<file path="src/rtl/pim_pkg.sv">
package pim_pkg;
  typedef enum logic [3:0] {
    OP_NOP     = 4'd0,
    OP_LOAD    = 4'd1,
    OP_STORE   = 4'd2,
    OP_AND     = 4'd3,
    OP_OR      = 4'd4,
    OP_XOR     = 4'd5,
    OP_NOT     = 4'd6,
    OP_ADD     = 4'd7,
    OP_SHN     = 4'd8,
    OP_SHS     = 4'd9,
    OP_SHE     = 4'd10,
    OP_SHW     = 4'd11,
    OP_MASKLD  = 4'd12,
    OP_MASKALL = 4'd13,
    OP_CLRC    = 4'd14,
    OP_IDLE    = 4'd15
  } opcode_e;

  typedef struct packed {
    logic    hostWr;
    logic    hostRd;
    logic    instGo;
    opcode_e op;
  } strobe_t;
endpackage

</file>
<file path="src/rtl/pim_ctrl.sv">
module pim_ctrl
  import pim_pkg::*;
(
  input  logic       clk,
  input  logic       rstN,
  input  logic       memEn,
  input  logic       memWr,
  input  logic       modeBit,
  input  logic [3:0] opField,
  output strobe_t    strb,
  output logic       errFlag
);
  logic errQ;

  always_comb begin
    strb.hostWr = memEn && memWr && !modeBit;
    strb.hostRd = memEn && !memWr && !modeBit;
    strb.instGo = memEn && memWr && modeBit;
    strb.op     = opcode_e'(opField);
  end

  always_ff @(posedge clk) begin
    if (!rstN) errQ <= 1'b0;
    else if (memEn && !memWr && modeBit) errQ <= 1'b1;
  end

  assign errFlag = errQ;
endmodule

</file>
<file path="src/rtl/pim_datapath.sv">
module pim_datapath
  import pim_pkg::*;
#(
  parameter int ROWS   = 4,
  parameter int COLS   = 4,
  parameter int BIT_AW = 6,
  localparam int NPE   = ROWS * COLS,
  localparam int PE_AW = $clog2(NPE),
  localparam int LB    = 1 << BIT_AW
) (
  input  logic              clk,
  input  logic              rstN,
  input  strobe_t           strb,
  input  logic [PE_AW-1:0]  peSel,
  input  logic [BIT_AW-1:0] bitSel,
  input  logic              wdata,
  output logic              rdata
);
  logic [NPE-1:0] accVec;
  logic [NPE-1:0] memBitVec;
  logic           rdataQ;

  for (genvar p = 0; p < NPE; p++) begin : g_pe
    localparam int R    = p / COLS;
    localparam int C    = p % COLS;
    localparam int NSRC = ((R + 1) % ROWS) * COLS + C;
    localparam int SSRC = ((R + ROWS - 1) % ROWS) * COLS + C;
    localparam int ESRC = R * COLS + (C + COLS - 1) % COLS;
    localparam int WSRC = R * COLS + (C + 1) % COLS;

    logic          accQ, carryQ, maskQ;
    logic [LB-1:0] memQ;
    logic          opBit;

    assign opBit        = memQ[bitSel];
    assign accVec[p]    = accQ;
    assign memBitVec[p] = opBit;

    always_ff @(posedge clk) begin
      if (!rstN) begin
        accQ   <= 1'b0;
        carryQ <= 1'b0;
        maskQ  <= 1'b1;
        memQ   <= '0;
      end else begin
        if (strb.hostWr && peSel == PE_AW'(p)) memQ[bitSel] <= wdata;
        if (strb.instGo) begin
          case (strb.op)
            OP_MASKLD:  maskQ <= accQ;
            OP_MASKALL: maskQ <= 1'b1;
            default: begin
              if (maskQ) begin
                case (strb.op)
                  OP_LOAD:  accQ <= opBit;
                  OP_STORE: memQ[bitSel] <= accQ;
                  OP_AND:   accQ <= accQ & opBit;
                  OP_OR:    accQ <= accQ | opBit;
                  OP_XOR:   accQ <= accQ ^ opBit;
                  OP_NOT:   accQ <= ~accQ;
                  OP_ADD: begin
                    accQ   <= accQ ^ opBit ^ carryQ;
                    carryQ <= (accQ & opBit) | (carryQ & (accQ ^ opBit));
                  end
                  OP_SHN:   accQ <= accVec[NSRC];
                  OP_SHS:   accQ <= accVec[SSRC];
                  OP_SHE:   accQ <= accVec[ESRC];
                  OP_SHW:   accQ <= accVec[WSRC];
                  OP_CLRC:  carryQ <= 1'b0;
                  default:  ;
                endcase
              end
            end
          endcase
        end
      end
    end
  end

  always_ff @(posedge clk) begin
    if (!rstN) rdataQ <= 1'b0;
    else       rdataQ <= strb.hostRd & memBitVec[peSel];
  end

  assign rdata = rdataQ;
endmodule

</file>
<file path="src/rtl/pim_array.sv">
module pim_array
  import pim_pkg::*;
#(
  parameter int ROWS   = 4,
  parameter int COLS   = 4,
  parameter int BIT_AW = 6,
  localparam int NPE   = ROWS * COLS,
  localparam int PE_AW = $clog2(NPE),
  localparam int AW    = PE_AW + BIT_AW
) (
  input  logic        clk,
  input  logic        rstN,
  input  logic        memEn,
  input  logic        memWr,
  input  logic [AW:0] memAddr,
  input  logic        memWdata,
  output logic        memRdata,
  output logic        errFlag
);
  strobe_t strb;

  pim_ctrl ctrl_i (
    .clk     (clk),
    .rstN    (rstN),
    .memEn   (memEn),
    .memWr   (memWr),
    .modeBit (memAddr[AW]),
    .opField (memAddr[BIT_AW +: 4]),
    .strb    (strb),
    .errFlag (errFlag)
  );

  pim_datapath #(.ROWS(ROWS), .COLS(COLS), .BIT_AW(BIT_AW)) dp_i (
    .clk    (clk),
    .rstN   (rstN),
    .strb   (strb),
    .peSel  (memAddr[AW-1:BIT_AW]),
    .bitSel (memAddr[BIT_AW-1:0]),
    .wdata  (memWdata),
    .rdata  (memRdata)
  );
endmodule

</file>
<file path="config.mk">
export PLATFORM = sky130hd
export DESIGN_NAME = pim_array
export DESIGN_NICKNAME = d
export VERILOG_FILES = /design/src/rtl/pim_pkg.sv /design/src/rtl/pim_ctrl.sv /design/src/rtl/pim_datapath.sv /design/src/rtl/pim_array.sv
export SDC_FILE = /design/constraint.sdc
export NUM_CORES = 2
export LEC_CHECK = 0
export CAP_MARGIN = 0
export CORE_UTILIZATION = 45
export CTS_BUF_LIST = sky130_fd_sc_hd__clkbuf_2 sky130_fd_sc_hd__clkbuf_4 sky130_fd_sc_hd__clkbuf_8
export CTS_CLUSTER_SIZE = 14
export DETAILED_ROUTE_END_ITERATION = 8
export PLACE_DENSITY = 0.64
export SKIP_LAST_GASP = 1
export SYNTH_ARGS = -nofsm -noshare
export SYNTH_HDL_FRONTEND = slang
export SYNTH_SLANG_ARGS = --single-unit
</file>
<file path="constraint.sdc">
create_clock -name clk -period 10.1 [get_ports clk]
set_clock_uncertainty 0.05 [all_clocks]
set_input_delay 2.02 -clock clk [delete_from_list [all_inputs] [get_ports clk]]
set_output_delay 2.02 -clock clk [all_outputs]
set_load 0.02 [all_outputs]
</file>
==> impl_metrics.yaml <==
outcome:
  status: "finished, violations left"
  violations: "design-rule violations"
finish:
  fillers: 10700
  area_delta_synth_final_pct: 9.79
  drive_gt1_share_pct: 12.2
  nets: 6078
  stdcell_area_um2: 55300
  multi_input_area_um2: 26500
  ff_latch_area_um2: 21500
routing:
  drt-total-wl_um: 239000
  post-route-drc-count: 49
  vias: 52800
  routed_via_density: 6.90
  drt_pass1_iterations: 9
  ant_nets: 0
  drt_iter0_markers: 9583
  wl_per_cell_um: 31.3
grt:
  grt.overflow.total: 0
  grt_max_degree: 141
  antenna_found_initial: 27
  grt_pass1_wl_um: 342000
  grtUsageTotal_pct: 41.2
  grt_pass1_vias: 47100
sta:
  period_needed_ns: 6.66
  rsz0062_at_grt: "false"
  slew_headroom_pct: 1.22
  worstMarginPinSlew_ns: 1.48
  setup_viol: 0
  finalHoldViolCount: 0
  post-route-period-util_pct: 65.9
  fmax_ghz: 0.150
  tns_ns: 0
  maxSlewViolCount: 0
power_and_ir_drop:
  p_switching_mw: 2.38
  pwr-share-clk_pct: 46.5
  powerDensity_nw_per_um2: 164
  combPwrFrac_pct: 6.5
  intPower_mw: 6.67
  p_leak_nw: 17.8
  peakVddDrop_mv: 0.114
  sw_frac_of_total_pct: 26.3
  power_frac_seq_pct: 47.0
logic_synthesis:
  synth.distinct_cells: 85
  mappedNetlistNets: 6366
  synth_top_cell_by_area: "dfxtp_1"
  synth_common_cells: "1095 x a21oi_1, 1088 x o21ai_0, 1074 x dfxtp_1"
  yosys-top-cells-area: "dfxtp_1 43%, a21oi_1 11%, o21ai_0 11%"
  synth-simple-area-share_pct: 13.3
  yosysMostFrequentCell: "a21oi_1"
  synthCells: 6302
  synth_ff_type: "dfxtp_1"
  yosys.area.top_type_share_pct: 42.7
  synth_top_family_by_area: "compound AO/OA/AOI/OAI gates"
  synth_warnings: 0
  synthMuxAreaShare_pct: 8.08
  netlist_area_um2: 50400
  synthXorXnorAreaFrac_pct: 0
  synthAdderAreaFrac_pct: 1.43
  avgSynthCellArea_um2: 7.99
  synth-edff-count: 0
  synth_compound_area_share_pct: 28.9
  ys_ff_latch: 1074
  async_flop_share_pct: 0
  synth-seq-area-share_pct: 42.7
die:
  pin_count: 18
  coreArea_um2: 111000
  die_height_um: 337
  rows: 122
  dieWidth_um: 337
  die-area_um2: 113000
  initial_core_util_pct: 45.4
worst_setup_path:
  crit_buf_inv: 4
  reg2reg_slack_ns: 5.90
  worstSetupPathType: "in2reg"
  r2r_cells: 11
  cp.required_ns: 10.82
  start_kind: "primary input"
  cp_cell_sequence: "buf_8, buf_4, buf_4, mux4_2, mux2_2, nand2_1, o2111ai_1, a2111oi_2, inv_1, fa_1, a222oi_1, o2111ai_1, nor3_1, a311oi_1"
  r2r-end: "dp_i.g_pe[7].accQ"
  end_kind: "register"
  cp_max_fo: 74
  regToRegStartpoint: "dp_i.g_pe[7].memQ[38]"
  cp_slowest_cell: "a2111oi_2"
  critPathTopFamily: "compound AO/OA/AOI/OAI gates"
  crit_arrival_ns: 7.38
  cp-startpoint: "memAddr[0]"
  slowest_delay_ns: 0.90
clocking:
  cts_setup_buffers: 0
  clk_pin_slew_ns: 0.06
  post_cts_resized: 0
  postCtsHoldBufs: 0
  clkSinkCount: 1074
  clk_latency_ns: 0.94
  cts_tree: "built"
  cts.htree.levels: 4
  cts_root_buf: "clkbuf_8"
  cts_buffers: 183
  ctsLongestPathBuffers: 3
place:
  hpwl_um: 141000
  post_dp_cell_area_um2: 51400
  io_buffers: 17
  place.gp.congestion: 1.08
hold_path:
  whs_endpoint: "dp_i.g_pe[14].memQ[6]"
  hold_start: "dp_i.g_pe[14].memQ[6]"
  min_path_type: "reg2reg"
  min_delay_path_depth: 2
run:
  maxCapViolCount: 0
==> how the worst max path moves through the flow <==
stage	to	slack (ns)	cells past startpoint
finish	dp_i.g_pe[3].accQ	3.44	14
global route	dp_i.g_pe[12].accQ	3.42	13
CTS	dp_i.g_pe[3].accQ	3.80	14
detailed placement	dp_i.g_pe[3].accQ	2.88	14
global placement	dp_i.g_pe[3].accQ	2.95	14
floorplan	dp_i.g_pe[11].accQ	4.95	13
==> layer usage <==
layer	part of all wire [%]	GRT usage [%]
met1	36	52.7
met2	39	55.5
met3	16	17.0
met4	8.6	29.5
met5	0.11	0.0851
==> power by group through the flow <==
stage | sequential (mW) | combinational [mW] | clock (mW)
after floorplan | 4.34 | 0.340 | 0
after global placement | 4.35 | 0.542 | 0
after detailed placement | 4.35 | 0.545 | 0
after CTS | 4.25 | 0.546 | 4.19
after global routing | 4.25 | 0.592 | 4.39
final | 4.25 | 0.588 | 4.21
==> state kept, by name (all words and copies together) (netlist names) <==
register,count
dp_i.g_pe.memQ,1024
ctrl_i.errFlag,1
dp_i.g_pe.maskQ,16
dp_i.g_pe.accQ,16
dp_i.rdata,1
dp_i.g_pe.carryQ,16
==> kinds of logic (layout without fill, tap and decap cells) <==
| kind of cell | count (synthesis) | after routing |
|---|---|---|
| adder cells (fa/ha/maj) | 48 | 48 |
| multiplexers | 259 | 259 |
| buffers and inverters | 686 | 526 |
| other | 0 | 18 |
| flip-flops | 1074 | 1074 |
| AO/OA/AOI/OAI | 2623 | 2623 |
| AND/OR/NAND/NOR | 1612 | 1612 |
==> worst min-delay path: stages (launching register included) <==
cell,delay (ns)
dfxtp_1,0.30
o21ai_0,0.06
a21oi_1,0.06
==> through the flow <==
| step | hold slack, ns | power [mW] | utilization, % | cells | setup slack (ns) |
|---|---|---|---|---|---|
| after floorplan | 0.391 | 4.68 | - | 6302 | 4.95 |
| after global placement | 0.401 | 4.89 | 46.4 | 7317 | 2.95 |
| after detailed placement | 0.413 | 4.89 | 46.4 | 7317 | 2.88 |
| after CTS | 0.420 | 8.99 | 49.8 | 7630 | 3.80 |
| after global routing | 0.435 | 9.24 | 49.9 | 7633 | 3.42 |
| final | 0.419 | 9.05 | 49.9 | 7648 | 3.44 |
==> placed cells by master, fill, tap and decap left out, types with 98 or more instances in the layout <==
cell | synthesis | final
a21oi_1 | 1095 | 1086
a221oi_1 | 102 | 102
buf_4 | 18 | 155
clkbuf_8 | 0 | 224
dfxtp_1 | 1074 | 1074
mux2i_1 | 98 | 98
mux4_2 | 113 | 113
nand2_1 | 632 | 631
nor2_1 | 754 | 721
o21ai_0 | 1088 | 1087
==> cell type report <==
class	instances	share of cell area (%)
Multi-Input combinational cell	4542	48.0
Sequential cell	1074	38.9
Clock buffer	287	6.42
Tap cell	1488	3.37
Timing Repair Buffer	174	2.52
Clock inverter	26	0.487
Inverter	39	0.283
Antenna cell	18	0.0815
(Power assumes the default switching activity.)
